**src/rtl/raster_pkg.sv**
```systemverilog
package raster_pkg;
    parameter int CNT_W  = 16;
    parameter int REG_DW = 32;
    parameter int REG_AW = 4;
    localparam int HALF  = REG_DW / 2;

    localparam logic [REG_AW-1:0] A_LENGTH  = 4'd0;
    localparam logic [REG_AW-1:0] A_HBORDER = 4'd1;
    localparam logic [REG_AW-1:0] A_VBORDER = 4'd2;
    localparam logic [REG_AW-1:0] A_WIN_H0  = 4'd3;
    localparam logic [REG_AW-1:0] A_WIN_V0  = 4'd4;
    localparam logic [REG_AW-1:0] A_WIN_SZ  = 4'd5;
    localparam logic [REG_AW-1:0] A_WIN_CFG = 4'd6;
    localparam logic [REG_AW-1:0] A_SCAN    = 4'd7;
    localparam logic [REG_AW-1:0] A_OUTMODE = 4'd8;

    localparam int BIT_PIX_DBL  = 0;
    localparam int BIT_BLANK    = 3;
    localparam int BIT_ILACE    = 4;
    localparam int BIT_VID_EN   = 8;
    localparam int BIT_DISP_EN  = 0;
    localparam int BIT_LINE_DBL = 1;
    localparam int BIT_CLK_DBL  = 23;

    typedef enum logic [1:0] {
        ST_OFF    = 2'd0,
        ST_FIELD0 = 2'd1,
        ST_FIELD1 = 2'd2
    } scan_state_e;

    typedef struct packed {
        logic [CNT_W-1:0] h_last;
        logic [CNT_W-1:0] v_last;
        logic [CNT_W-1:0] hb_start;
        logic [CNT_W-1:0] hb_stop;
        logic [CNT_W-1:0] vb_start;
        logic [CNT_W-1:0] vb_stop;
        logic [CNT_W-1:0] win_h0;
        logic [CNT_W-1:0] win_v0_f0;
        logic [CNT_W-1:0] win_v0_f1;
        logic [CNT_W-1:0] win_w;
        logic [CNT_W-1:0] win_h;
        logic             blank;
        logic             pix_dbl;
        logic             video_en;
        logic             interlace;
        logic             disp_en;
        logic             line_dbl;
        logic             clk_dbl;
    } raster_cfg_t;
endpackage

```
**src/rtl/raster_cfg_regs.sv**
```systemverilog
module raster_cfg_regs
    import raster_pkg::*;
(
    input  logic              clk,
    input  logic              rst_n,
    input  logic              wr_en,
    input  logic [REG_AW-1:0] wr_addr,
    input  logic [REG_DW-1:0] wr_data,
    input  logic              load,
    output logic              stg_video_en,
    output logic              stg_interlace,
    output raster_cfg_t       live
);
    raster_cfg_t staged;

    // staging copy: written by software at any time
    always_ff @(posedge clk) begin
        if (!rst_n) begin
            staged <= '0;
        end else if (wr_en) begin
            case (wr_addr)
                A_LENGTH: begin
                    staged.h_last <= wr_data[0 +: CNT_W];
                    staged.v_last <= wr_data[HALF +: CNT_W];
                end
                A_HBORDER: begin
                    staged.hb_stop  <= wr_data[0 +: CNT_W];
                    staged.hb_start <= wr_data[HALF +: CNT_W];
                end
                A_VBORDER: begin
                    staged.vb_stop  <= wr_data[0 +: CNT_W];
                    staged.vb_start <= wr_data[HALF +: CNT_W];
                end
                A_WIN_H0: begin
                    staged.win_h0 <= wr_data[0 +: CNT_W];
                end
                A_WIN_V0: begin
                    staged.win_v0_f0 <= wr_data[0 +: CNT_W];
                    staged.win_v0_f1 <= wr_data[HALF +: CNT_W];
                end
                A_WIN_SZ: begin
                    staged.win_w <= wr_data[0 +: CNT_W];
                    staged.win_h <= wr_data[HALF +: CNT_W];
                end
                A_WIN_CFG: begin
                    staged.blank   <= wr_data[BIT_BLANK];
                    staged.pix_dbl <= wr_data[BIT_PIX_DBL];
                end
                A_SCAN: begin
                    staged.video_en  <= wr_data[BIT_VID_EN];
                    staged.interlace <= wr_data[BIT_ILACE];
                end
                A_OUTMODE: begin
                    staged.disp_en  <= wr_data[BIT_DISP_EN];
                    staged.line_dbl <= wr_data[BIT_LINE_DBL];
                    staged.clk_dbl  <= wr_data[BIT_CLK_DBL];
                end
                default: begin
                end
            endcase
        end
    end

    // live copy: follows staging only at the frame boundary
    always_ff @(posedge clk) begin
        if (!rst_n) begin
            live <= '0;
        end else if (load) begin
            live <= staged;
        end
    end

    assign stg_video_en  = staged.video_en;
    assign stg_interlace = staged.interlace;
endmodule

```
**src/rtl/raster_scan_seq.sv**
```systemverilog
module raster_scan_seq
    import raster_pkg::*;
(
    input  logic             clk,
    input  logic             rst_n,
    input  logic [CNT_W-1:0] h_last,
    input  logic [CNT_W-1:0] v_last,
    input  logic             stg_video_en,
    input  logic             stg_interlace,
    output scan_state_e      state,
    output logic [CNT_W-1:0] hcnt,
    output logic [CNT_W-1:0] vcnt,
    output logic             load
);
    scan_state_e state_nxt;
    logic        line_end;
    logic        frame_end;

    // state register
    always_ff @(posedge clk) begin
        if (!rst_n) begin
            state <= ST_OFF;
        end else begin
            state <= state_nxt;
        end
    end

    // next state and strobes
    always_comb begin
        line_end  = (hcnt >= h_last);
        frame_end = (state != ST_OFF) && line_end && (vcnt >= v_last);
        load      = (state == ST_OFF) || frame_end;
        state_nxt = state;
        unique case (state)
            ST_OFF: begin
                if (stg_video_en) state_nxt = ST_FIELD0;
            end
            ST_FIELD0: begin
                if (frame_end) begin
                    if (!stg_video_en)      state_nxt = ST_OFF;
                    else if (stg_interlace) state_nxt = ST_FIELD1;
                    else                    state_nxt = ST_FIELD0;
                end
            end
            ST_FIELD1: begin
                if (frame_end) begin
                    if (!stg_video_en) state_nxt = ST_OFF;
                    else               state_nxt = ST_FIELD0;
                end
            end
            default: state_nxt = ST_OFF;
        endcase
    end

    // raster counters
    always_ff @(posedge clk) begin
        if (!rst_n) begin
            hcnt <= '0;
            vcnt <= '0;
        end else if (load) begin
            hcnt <= '0;
            vcnt <= '0;
        end else if (line_end) begin
            hcnt <= '0;
            vcnt <= vcnt + CNT_W'(1);
        end else begin
            hcnt <= hcnt + CNT_W'(1);
        end
    end
endmodule

```
**src/rtl/raster_region.sv**
```systemverilog
module raster_region
    import raster_pkg::*;
(
    input  scan_state_e      state,
    input  logic [CNT_W-1:0] hcnt,
    input  logic [CNT_W-1:0] vcnt,
    input  logic             video_en,
    input  logic [CNT_W-1:0] hb_start,
    input  logic [CNT_W-1:0] hb_stop,
    input  logic [CNT_W-1:0] vb_start,
    input  logic [CNT_W-1:0] vb_stop,
    input  logic [CNT_W-1:0] win_h0,
    input  logic [CNT_W-1:0] win_v0_f0,
    input  logic [CNT_W-1:0] win_v0_f1,
    input  logic [CNT_W-1:0] win_w,
    input  logic [CNT_W-1:0] win_h,
    input  logic             blank,
    input  logic             disp_en,
    input  logic             pix_dbl,
    input  logic             line_dbl,
    output logic             hsync,
    output logic             vsync,
    output logic             border_active,
    output logic             window_active,
    output logic [CNT_W-1:0] pix_x,
    output logic [CNT_W-1:0] line_y,
    output logic             field
);
    logic             run;
    logic [CNT_W-1:0] win_v0;
    logic [CNT_W:0]   h_win_end;
    logic [CNT_W:0]   v_win_end;
    logic             visible;
    logic             in_win;
    logic [CNT_W-1:0] dh;
    logic [CNT_W-1:0] dv;

    always_comb begin
        run       = (state != ST_OFF) && video_en;
        field     = (state == ST_FIELD1);
        win_v0    = field ? win_v0_f1 : win_v0_f0;
        h_win_end = {1'b0, win_h0} + {1'b0, win_w};
        v_win_end = {1'b0, win_v0} + {1'b0, win_h};

        hsync   = run && (hcnt < hb_start);
        vsync   = run && (vcnt < vb_start);
        visible = run && (hcnt >= hb_start) && (hcnt < hb_stop)
                      && (vcnt >= vb_start) && (vcnt < vb_stop);
        in_win  = (hcnt >= win_h0) && ({1'b0, hcnt} < h_win_end)
               && (vcnt >= win_v0) && ({1'b0, vcnt} < v_win_end);

        window_active = visible && in_win && !blank && disp_en;
        border_active = visible && !window_active;

        dh     = hcnt - win_h0;
        dv     = vcnt - win_v0;
        pix_x  = window_active ? (dh >> pix_dbl)  : '0;
        line_y = window_active ? (dv >> line_dbl) : '0;
    end
endmodule

```
**src/rtl/raster_timing_gen.sv**
```systemverilog
module raster_timing_gen
    import raster_pkg::*;
(
    input  logic              clk,
    input  logic              rst_n,
    input  logic              reg_wr_en,
    input  logic [REG_AW-1:0] reg_addr,
    input  logic [REG_DW-1:0] reg_wdata,
    output logic              hsync,
    output logic              vsync,
    output logic              border_active,
    output logic              window_active,
    output logic [CNT_W-1:0]  pix_x,
    output logic [CNT_W-1:0]  line_y,
    output logic              field,
    output logic              clk_double
);
    raster_cfg_t      cfg;
    scan_state_e      state;
    logic [CNT_W-1:0] hcnt;
    logic [CNT_W-1:0] vcnt;
    logic             load;
    logic             stg_video_en;
    logic             stg_interlace;

    raster_cfg_regs u_regs (
        .clk           (clk),
        .rst_n         (rst_n),
        .wr_en         (reg_wr_en),
        .wr_addr       (reg_addr),
        .wr_data       (reg_wdata),
        .load          (load),
        .stg_video_en  (stg_video_en),
        .stg_interlace (stg_interlace),
        .live          (cfg)
    );

    raster_scan_seq u_seq (
        .clk           (clk),
        .rst_n         (rst_n),
        .h_last        (cfg.h_last),
        .v_last        (cfg.v_last),
        .stg_video_en  (stg_video_en),
        .stg_interlace (stg_interlace),
        .state         (state),
        .hcnt          (hcnt),
        .vcnt          (vcnt),
        .load          (load)
    );

    raster_region u_region (
        .state         (state),
        .hcnt          (hcnt),
        .vcnt          (vcnt),
        .video_en      (cfg.video_en),
        .hb_start      (cfg.hb_start),
        .hb_stop       (cfg.hb_stop),
        .vb_start      (cfg.vb_start),
        .vb_stop       (cfg.vb_stop),
        .win_h0        (cfg.win_h0),
        .win_v0_f0     (cfg.win_v0_f0),
        .win_v0_f1     (cfg.win_v0_f1),
        .win_w         (cfg.win_w),
        .win_h         (cfg.win_h),
        .blank         (cfg.blank),
        .disp_en       (cfg.disp_en),
        .pix_dbl       (cfg.pix_dbl),
        .line_dbl      (cfg.line_dbl),
        .hsync         (hsync),
        .vsync         (vsync),
        .border_active (border_active),
        .window_active (window_active),
        .pix_x         (pix_x),
        .line_y        (line_y),
        .field         (field)
    );

    assign clk_double = cfg.clk_dbl;
endmodule

```
**config.mk**
```make
export PLATFORM = sky130hd
export DESIGN_NAME = raster_timing_gen
export DESIGN_NICKNAME = d
export VERILOG_FILES = /design/src/rtl/raster_pkg.sv /design/src/rtl/raster_cfg_regs.sv /design/src/rtl/raster_scan_seq.sv /design/src/rtl/raster_region.sv /design/src/rtl/raster_timing_gen.sv
export SDC_FILE = /design/constraint.sdc
export NUM_CORES = 1
export LEC_CHECK = 0
export ABC_CLOCK_PERIOD_IN_PS = 5600
export BUFFER_PORTS_ARGS = -buffer_cell sky130_fd_sc_hd__buf_2
export CORE_AREA = 5 5 239 195
export DETAILED_ROUTE_END_ITERATION = 8
export DIE_AREA = 0 0 244 200
export PLACE_DENSITY = 0.66
export SLEW_MARGIN = 20
export SYNTH_ARGS = -nofsm -noshare
export SYNTH_HDL_FRONTEND = slang
export SYNTH_SLANG_ARGS = --single-unit
export TNS_END_PERCENT = 20
```
**constraint.sdc**
```tcl
create_clock -name clk -period 5.6 [get_ports clk]
set_input_delay 0.56 -clock clk [delete_from_list [all_inputs] [get_ports clk]]
set_output_delay 0.56 -clock clk [all_outputs]
set_load 0.05 [all_outputs]
```
==> results.json <==
{
  "run_status": "complete, no violations",
  "syn-num-nets": 2979,
  "grt_pass1_vias": 18499,
  "clkTransAtPathRegs_ps": 60,
  "period_needed_ps": 5494,
  "finalHoldViolCount": 0,
  "seq_area_um2": 7993,
  "globalplace.congestion": 0.8828,
  "tightest_slew_ps": 1089,
  "ios": 77,
  "grt_most_used_layer": "met2",
  "dpl.cell_count": 3249,
  "fill_cells": 3999,
  "worstSetupPathType": "reg -> out",
  "skew_ps": 13.78,
  "crit_fanout": 6,
  "fin_crit_sh": 0.9810,
  "synthCells": 2746,
  "ys_seq_area_frac": 0.3691,
  "final_cell_mix": "432 x a21oi_1, 421 x nand2_1, 397 x dfxtp_1",
  "cts_tree": "yes",
  "critPathRequiredTime_ps": 5040,
  "final_nets": 2968,
  "relSlewSlack": 0.2722,
  "syn_to_final_growth_pct": 13.48,
  "slew_viol_final": 0,
  "hp-class": "in -> reg",
  "use_met2": 0.4373,
  "insertion_delay_ps": 550,
  "arrival_ps": 4930,
  "start_kind": "register",
  "dieHeight_um": 200,
  "grt_pass1_wl_um": 106100,
  "yosysWarnings": 0,
  "gr-usage-met1": 0.3808,
  "antenna_left": 0,
  "io_buffers": 76,
  "clockBufferDepth": 3,
  "drc_errors": 0,
  "h-tree-depth": 2,
  "avgSynthCellArea_um2": 7.882,
  "setup_tns_ps": 0,
  "rsz0062_at_grt": "yes",
  "numCtsBuffers": 40,
  "power_density_nw_per_um2": 242.8,
  "synth_edf_count": 0,
  "first_pass_iters": 5,
  "synth_area_um2": 21640,
  "gr-usage-all-layers": 0.2689,
  "clock_sinks": 399,
  "core-area_um2": 43860,
  "wl_um": 68640,
  "postCtsHoldBufs": 0,
  "async_flop_share": 0,
  "multi_input_comb_area_um2": 12980,
  "ir_drop_v": 0.0002237,
  "antenna_found_initial": 0,
  "stdcell_count": 3330,
  "initial_utilization": 0.4935,
  "setup_violations": 0,
  "wl_per_cell_um": 20.61,
  "ys_types": 76,
  "rows": 69,
  "final_common_cell": "a21oi_1",
  "endpoint_kind": "output port",
  "total_power_mw": 5.963,
  "ys.flop_type": "dfxtp_1",
  "grt_max_degree": 177,
  "use_met3": 0.03448,
  "overflow": 0,
  "drv_cap": 0,
  "hpwl_um": 45440,
  "drive_gt1_frac": 0.1057,
  "die_width_um": 244,
  "design.die.area_um2": 48800,
  "ys_ff_latch": 399,
  "power_leakage_nw": 8.974,
  "drtIter0Drc": 1832,
  "vias": 20076,
  "via_per_inst": 6.029,
  "max_freq_mhz": 182.0,
  "num_antenna_cells": 0,
  "cts_root_buf": "clkbuf_16"
}
flip-flops by register name, summed over array words and instances (netlist names):
| signal | count |
|---|---|
| u_regs.stg_video_en | 1 |
| u_seq.state | 2 |
| u_regs.live | 182 |
| u_regs.staged | 181 |
| u_seq.vcnt | 16 |
| u_regs.stg_interlace | 1 |
| u_seq.hcnt | 16 |
per-layer routing:
metal	part of all wire	routed length (um)	vias up
li1	-	-	9647
met1	0.45	31190	9669
met2	0.45	31200	655
met3	0.065	4436	105
met4	0.026	1813	0
met5	0	0	-
path summary, 6_finish.rpt:
path	startpoint	end	slack (ps)	cells past startpoint
setup / recovery	u_seq.state[0]	pix_x[6]	110	22
hold / removal	reg_wdata[20]	u_regs.staged[43]	320	3
setup reg to reg	u_seq.vcnt[15]	u_regs.live[135]	1640	8
hold reg to reg	u_regs.staged[167]	u_regs.staged[167]	450	2
cells by family (layout without fill, tap and decap cells):
family | after synthesis | after routing | synth area share
and+or+nand+nor | 882 | 882 | 0.1933
AOI/OAI and AO/OA | 838 | 840 | 0.2189
DFF | 399 | 399 | 0.3691
buffers and inverters | 328 | 342 | 0.05978
adders and majority gates | 194 | 194 | 0.1135
xor gates and xnor gates | 71 | 71 | 0.02873
muxes | 34 | 34 | 0.01665
synth_stat cells, types with 4 or more instances:
cell         n  area share
a21oi_1    437        0.10
nand2_1    421       0.073
dfxtp_1    399        0.37
o21ai_0    236       0.055
nand3_1    214       0.049
ha_1       190        0.11
clkbuf_1   156       0.027
inv_1      141       0.024
nor2_1      70       0.012
xor2_1      46       0.019
nor3_1      32      0.0074
xnor2_1     25       0.010
buf_2       23      0.0053
nor4_2      22       0.013
a21o_1      20      0.0069
a211oi_1    19      0.0066
and3_1      18      0.0052
mux2i_1     18      0.0083
nor2b_1     18      0.0052
or3_1       18      0.0052
o2111ai_1   17      0.0069
mux2_2      16      0.0083
nand4_1     16      0.0046
o211ai_1    16      0.0055
a31oi_1     15      0.0043
o21a_1      14      0.0049
nand2b_1    11      0.0032
o21ai_1      9      0.0021
and4_1       7      0.0028
o31a_1       7      0.0028
nor3b_1      6      0.0021
nor4_1       5      0.0014
a21boi_0     4      0.0014
fa_1         4      0.0037
nand3b_1     4      0.0014
repair_timing:
action                                 4_1_cts  5_1_grt
gates cloned                                 1        2
pin swaps                                    1       27
endpoints found under the hold margin        0        0
setup endpoints to repair                   34       34
buffers inserted                             3        6
resized for setup                           48       53
stage by stage:
stage / instance area, um2 / hold slack, ps / setup slack, ps / util
global placement: 22780 / 438.0 / 270.8 / 0.5195
floorplan: 21960 / 432.9 / 111.1 / -
global route: 24560 / 320.2 / -85.58 / 0.5600
CTS: 24220 / 310.6 / 24.85 / 0.5522
detailed placement: 22810 / 443.1 / 178.5 / 0.5201
finish: 24560 / 324.6 / 106.3 / 0.5600
power breakdown:
part           leakage, nW  total (mW)  internal, mW  switching (mW)
Sequential            3.22        2.88          2.86          0.0149
Clock                0.617        2.58          1.43            1.16
Combinational         5.14       0.501         0.110           0.391
Total                 8.97        5.96          4.40            1.56
area by class of cell:
class / instances / area share
multi-input cells: 2021 / 0.5286
flip-flops and latches: 399 / 0.3254
repair buffers: 131 / 0.04483
clock inverters: 16 / 0.004127
inverters: 142 / 0.02201
well taps: 568 / 0.02894
clock buffers: 53 / 0.04605
worst max-delay path, stage by stage (launching register included):
cell and delay, ps:
dfxtp_4 360, nor2b_4 220, mux2_4 350, ha_4 170, inv_1 60, fa_2 220
nor2b_2 60, o31a_1 310, o2111ai_2 200, a21boi_2 100, o21ai_2 170, a21oi_2 80
xnor2_1 140, ha_1 350, a21oi_2 120, o21ai_0 100, a21oi_2 120, o31ai_2 90
a31o_4 260, a41o_4 260, clkbuf_16 180, nor4_4 240, buf_6 200
Power figures use the tool's default switching activity.
